$ cat config.mk
export PLATFORM = sky130hd
export DESIGN_NAME = sop_array
export DESIGN_NICKNAME = d
export VERILOG_FILES = /design/src/rtl/sop_pkg.sv /design/src/rtl/sop_cfg_store.sv /design/src/rtl/sop_and_plane.sv /design/src/rtl/sop_or_plane.sv /design/src/rtl/sop_array.sv
export SDC_FILE = /design/constraint.sdc
export NUM_CORES = 2
export LEC_CHECK = 0
export BUFFER_PORTS_ARGS = -buffer_cell sky130_fd_sc_hd__buf_2
export CAP_MARGIN = 20
export CORE_UTILIZATION = 45
export CTS_CLUSTER_SIZE = 30
export DETAILED_ROUTE_END_ITERATION = 10
export SLEW_MARGIN = 20
export SYNTH_ARGS = -nofsm -noshare
export SYNTH_HDL_FRONTEND = slang
export SYNTH_SLANG_ARGS = --single-unit
$ cat constraint.sdc
create_clock -name clk -period 2.8 [get_ports clk]
set_clock_uncertainty 0.1 [all_clocks]
set_input_delay 0.28 -clock clk [delete_from_list [all_inputs] [get_ports clk]]
set_output_delay 0.28 -clock clk [all_outputs]
set_load 0.05 [all_outputs]
$ cat src/rtl/sop_pkg.sv
package sop_pkg;
    localparam int N_DED     = 10;
    localparam int N_FB      = 8;
    localparam int N_SIG     = N_DED + N_FB;
    localparam int N_LINE    = 2 * N_SIG;
    localparam int N_GRP     = 8;
    localparam int GRP_TERMS = 8;
    localparam int N_SUM_T   = N_GRP * GRP_TERMS;
    localparam int N_OE      = N_GRP;
    localparam int N_TERM    = N_SUM_T + N_OE + 2;
    localparam int IDX_PRE   = N_SUM_T + N_OE;
    localparam int IDX_CLR   = N_SUM_T + N_OE + 1;
    localparam int CFG_BITS  = N_TERM * N_LINE;

    typedef struct packed {
        logic [N_OE-1:0] oe;
        logic            preset;
        logic            clear;
    } ctrl_t;

    // even line = true value, odd line = inverted value
    function automatic logic [N_LINE-1:0] make_lines(
        input logic [N_DED-1:0] ded,
        input logic [N_FB-1:0]  fb
    );
        logic [N_SIG-1:0]  sig;
        logic [N_LINE-1:0] ln;
        sig = {fb, ded};
        for (int s = 0; s < N_SIG; s++) begin
            ln[2*s]   = sig[s];
            ln[2*s+1] = ~sig[s];
        end
        return ln;
    endfunction

    function automatic logic has_contra(input logic [N_LINE-1:0] row);
        logic c;
        c = 1'b0;
        for (int s = 0; s < N_SIG; s++)
            c = c | (row[2*s] & row[2*s+1]);
        return c;
    endfunction
endpackage

$ cat src/rtl/sop_cfg_store.sv
module sop_cfg_store #(
    parameter int BITS = sop_pkg::CFG_BITS
) (
    input  logic            clk,
    input  logic            rst,
    input  logic            load,
    input  logic            erase,
    input  logic            bit_in,
    output logic [BITS-1:0] conn,
    output logic            busy
);
    always_ff @(posedge clk) begin
        if (rst) begin
            conn <= '0;
            busy <= 1'b0;
        end else begin
            busy <= load | erase;
            if (erase)
                conn <= '0;
            else if (load)
                conn <= {bit_in, conn[BITS-1:1]};
        end
    end

    a_r2_shift: assert property (@(posedge clk) disable iff (rst)
        (load && !erase) |=> (conn[BITS-1] == $past(bit_in)) &&
                             (conn[BITS-2:0] == $past(conn[BITS-1:1])));
    a_r7_erase_open: assert property (@(posedge clk) disable iff (rst)
        erase |=> (conn == '0));
    a_r8_busy_set: assert property (@(posedge clk) disable iff (rst)
        (load || erase) |=> busy);
    a_r8_busy_clr: assert property (@(posedge clk) disable iff (rst)
        (!load && !erase) |=> !busy);
    a_r9_hold: assert property (@(posedge clk) disable iff (rst)
        (!load && !erase) |=> $stable(conn));
    a_r10_reset: assert property (@(posedge clk)
        rst |=> (conn == '0) && !busy);
endmodule

$ cat src/rtl/sop_and_plane.sv
module sop_and_plane #(
    parameter int N_TERM = sop_pkg::N_TERM,
    parameter int N_LINE = sop_pkg::N_LINE,
    localparam int BITS  = N_TERM * N_LINE
) (
    input  logic              clk,
    input  logic              rst,
    input  logic [N_LINE-1:0] lines,
    input  logic [BITS-1:0]   conn,
    output logic [N_TERM-1:0] terms
);
    for (genvar t = 0; t < N_TERM; t++) begin : g_term
        logic [N_LINE-1:0] row;
        assign row      = conn[t*N_LINE +: N_LINE];
        // unconnected lines are forced true, so an empty row yields 1
        assign terms[t] = &(lines | ~row);

        a_r3_open_true: assert property (@(posedge clk) disable iff (rst)
            (row == '0) |-> terms[t]);
        a_r4_contra_false: assert property (@(posedge clk) disable iff (rst)
            sop_pkg::has_contra(row) |-> !terms[t]);
    end
endmodule

$ cat src/rtl/sop_or_plane.sv
module sop_or_plane #(
    parameter int N_GRP     = sop_pkg::N_GRP,
    parameter int GRP_TERMS = sop_pkg::GRP_TERMS,
    localparam int N_IN     = N_GRP * GRP_TERMS
) (
    input  logic [N_IN-1:0]  sum_terms,
    output logic [N_GRP-1:0] sums
);
    for (genvar g = 0; g < N_GRP; g++) begin : g_grp
        assign sums[g] = |sum_terms[g*GRP_TERMS +: GRP_TERMS];
    end
endmodule

$ cat src/rtl/sop_array.sv
module sop_array
    import sop_pkg::*;
(
    input  logic             clk,
    input  logic             rst,
    input  logic             cfg_load,
    input  logic             cfg_erase,
    input  logic             cfg_bit,
    input  logic [N_DED-1:0] ded_in,
    input  logic [N_FB-1:0]  fb_in,
    output logic [N_GRP-1:0] sum_out,
    output logic [N_OE-1:0]  oe_term,
    output logic             preset_term,
    output logic             clear_term,
    output logic             cfg_busy
);
    logic [CFG_BITS-1:0] conn;
    logic [N_LINE-1:0]   lines;
    logic [N_TERM-1:0]   terms;
    ctrl_t               ctrl;

    sop_cfg_store #(.BITS(CFG_BITS)) u_store (
        .clk    (clk),
        .rst    (rst),
        .load   (cfg_load),
        .erase  (cfg_erase),
        .bit_in (cfg_bit),
        .conn   (conn),
        .busy   (cfg_busy)
    );

    assign lines = make_lines(ded_in, fb_in);

    sop_and_plane #(.N_TERM(N_TERM), .N_LINE(N_LINE)) u_and (
        .clk   (clk),
        .rst   (rst),
        .lines (lines),
        .conn  (conn),
        .terms (terms)
    );

    sop_or_plane #(.N_GRP(N_GRP), .GRP_TERMS(GRP_TERMS)) u_or (
        .sum_terms (terms[N_SUM_T-1:0]),
        .sums      (sum_out)
    );

    assign ctrl.oe     = terms[N_SUM_T +: N_OE];
    assign ctrl.preset = terms[IDX_PRE];
    assign ctrl.clear  = terms[IDX_CLR];

    assign oe_term     = ctrl.oe;
    assign preset_term = ctrl.preset;
    assign clear_term  = ctrl.clear;

    a_r7_erased_outputs: assert property (@(posedge clk) disable iff (rst)
        cfg_erase |=> (&sum_out) && (&oe_term) && preset_term && clear_term);
endmodule

==> run metrics <==
P&R area growth vs syn=15.98%; clk_lat worst skew=0.92 ns; Worst Hold Launch=u_store.conn[1783]$_SDFFE_PP0P_; sequential area share after synthesis=0.4847; die area=246600 um^2; WP buf/inv=1; share of the clock period used by the worst path=1.101; die width=496.6 um; Critical Path AT=2.70 ns; Core Footprint=243200 um^2; CP Data Required Time=2.42 ns; Hold WC Path Type=reg -> reg; first-pass GRT wire length=416.1 mm; initial antenna violation count=1; die height=496.6 um; CP endpoint kind=output pin; H-tree depth=5; routed wire length=266.7 mm; CP Launch Type=flip-flop; fmax=324.5 MHz; number of synthesized register bits=2665; worst rel slew slack=0.5028; num rows=181; status=finished with violations; crit path from=u_store.conn[2161]$_SDFFE_PP0P_; Initial Util=0.4525; # fillers=21380; Root Driver=clkbuf_16; Power Density=636.8 nW/um^2; hold depth=2; top post-synthesis cells by area=dfxtp_1 (48%), mux2i_1 (36%), nor2_1 (9.1%), buf_2 (1.6%), nand4_1 (1.3%); routed len/inst=19.05 um; failing checks=setup timing; setup ws final=-0.2821 ns; Crit path largest cell delay=0.46 ns; peak supply drop=0.0005834 V; IO buf count=41; crit path time final=3.082 ns; gr ovfl total=0; Synth top area share=0.4847; Routed Antenna Nets=0; Cell Count Post-Placement=13480; Worst Max-Slew Pin Slew=0.7458 ns; CTS tree=built; CP top delay family=simple AND/OR/NAND/NOR gates; # IOs=42; Hold Fails Final Rpt=0; DR DRC count=0; Final nets=10610; Max Slew Vio Count=0; worst-path cell chain=mux2i_1, nand4_1, nor4_2, nor4_4, nand2_4, buf_12; worst r2r src=u_store.conn[2015]$_SDFFE_PP0P_; 1st-iter DRT viols=4003; Slowest-stage cell, CP=nor4_2; reg2reg path depth=3; hpwl dp=172.5 mm; synth unique cells=15; crit path max fanout=3; Syn. warnings=0; # setup viols final=8; Num CTS Buffers=302; CP Class=reg -> out; GP Congestion=0.8023; fraction of layout cells with a size suffix above 1=0.1053; Vias/cell=5.263; largest net degree at the start of global routing=152; Overall Power=81.29 mW; RSZ-0062 raised after global routing=true; number of global-route vias before repair=72140; LEAKAGE=55.74 nW; clk buf depth=4; Syn Nets=10560; TritonRoute pass-1 iters=7; CTS Sinks=2665; routed vias=73680; Synth Cell Area=110100 um^2; Avg Inst Size Synth=10.45 um^2; Critical Path Stages=6; Max Cap Viol=0; area leader, netlist=dfxtp_1; clk slew on worst S/H paths=0.06 ns; gr usage total=0.2116; Finished Layout Cells=14000; synthesized instance count=10530
worst paths after layout:
path,end,slack (ns)
worst max register to register,u_store.conn[2015]$_SDFFE_PP0P_,1.80
worst min-delay path,u_store.conn[1782]$_SDFFE_PP0P_,0.39
worst min register to register,u_store.conn[1782]$_SDFFE_PP0P_,0.39
worst max-delay path,sum_out[7],-0.28
registers in the layout (all words and copies together), names as in the netlist:
name          cells
u_store.conn   2664
u_store.busy      1
repair_timing:
item / CTS / global route
resized for setup: 180 / 87
hold buffers: 7 / 0
buffers inserted: 11 / 1
pin swaps: 35 / 34
setup endpoints to repair: 11 / 12
hold endpoints to repair: 100 / 0
cells by family (layout without fill, tap and decap cells):
family	count (synthesis)	after routing	synth area share
mux	3996	3996	0.3634
other cells	0	1	0
flops	2665	2665	0.4847
simple gates	3135	3135	0.1188
buf+inv	736	1001	0.03302
synthesized netlist by cell type:
library cell and count:
nor2_1 2666, nand2_1 8, buf_2 358, buf_6 25
nand4_1 222, nand3_1 74, or2_1 1, nor4_2 10
mux2i_1 3996, clkbuf_1 261, buf_4 63, and4_1 74
buf_1 29, dfxtp_1 2665, nor4_1 80
placed cells by master (no fill, tap or decap), types with 7 or more instances in the layout:
master         instances
clkbuf_8              75
clkinv_2              44
and4_1                73
nor4_1                12
clkbuf_16            312
nand3_1               57
nand4_1              222
mux2i_2               21
nor4_4                40
bufinv_16             14
dfxtp_2               74
buf_12               201
mux2i_1             3970
nand3_2               17
clkbuf_1              66
dfxtp_1             2587
nor4_2                38
nor2_1              2666
buf_8                 17
dlygate4sd3_1          7
buf_4                254
per-layer routing:
| metal | vias to the layer above | part of all wire | global-route usage |
|---|---|---|---|
| li1 | 36620 | - | - |
| met1 | 35800 | 0.48 | 0.2912 |
| met2 | 843 | 0.46 | 0.3473 |
| met3 | 418 | 0.028 | 0.02632 |
| met4 | 0 | 0.024 | 0.05998 |
| met5 | - | 0 | 0 |
area by class of cell:
| class | instances | area (um^2) | share of cell area |
|---|---|---|---|
| Timing Repair Buffer | 489 | 6344 | 0.04970 |
| Tap cell | 3202 | 4006 | 0.03139 |
| Clock buffer | 449 | 9032 | 0.07076 |
| Multi-Input combinational cell | 7131 | 54120 | 0.4239 |
| Antenna cell | 1 | 2.502 | 0.00001960 |
| Clock inverter | 63 | 689.4 | 0.005401 |
| Sequential cell | 2665 | 53460 | 0.4188 |
worst register-to-register path, cell delays in order, from the launching register on:
cell and delay [ns]:
dfxtp_1 0.45, buf_4 0.20, mux2i_1 0.07, nor2_1 0.12
per-stage QoR:
step	setup TNS, ns	hold WS (ns)	cell area [um^2]	util	setup WS, ns
floorplan	0	0.2524	110100	-	0.1796
global placement	-2.022	0.3559	116700	0.4797	-0.6618
detailed placement	-1.853	0.3633	116700	0.4797	-0.7025
CTS	-2.220	0.3485	127300	0.5233	-0.4683
global route	-2.053	0.3689	127700	0.5248	-0.3631
finish	-1.254	0.3944	127700	0.5248	-0.2821
where the power goes:
group / internal [mW] / switching [mW] / total [mW] / leakage, nW
clock: 23.5 / 15.4 / 38.8 / 4.82
combinational: 1.82 / 2.74 / 4.56 / 29.4
sequential: 37.9 / 0.00122 / 37.9 / 21.5
Power figures use the tool's default switching activity.
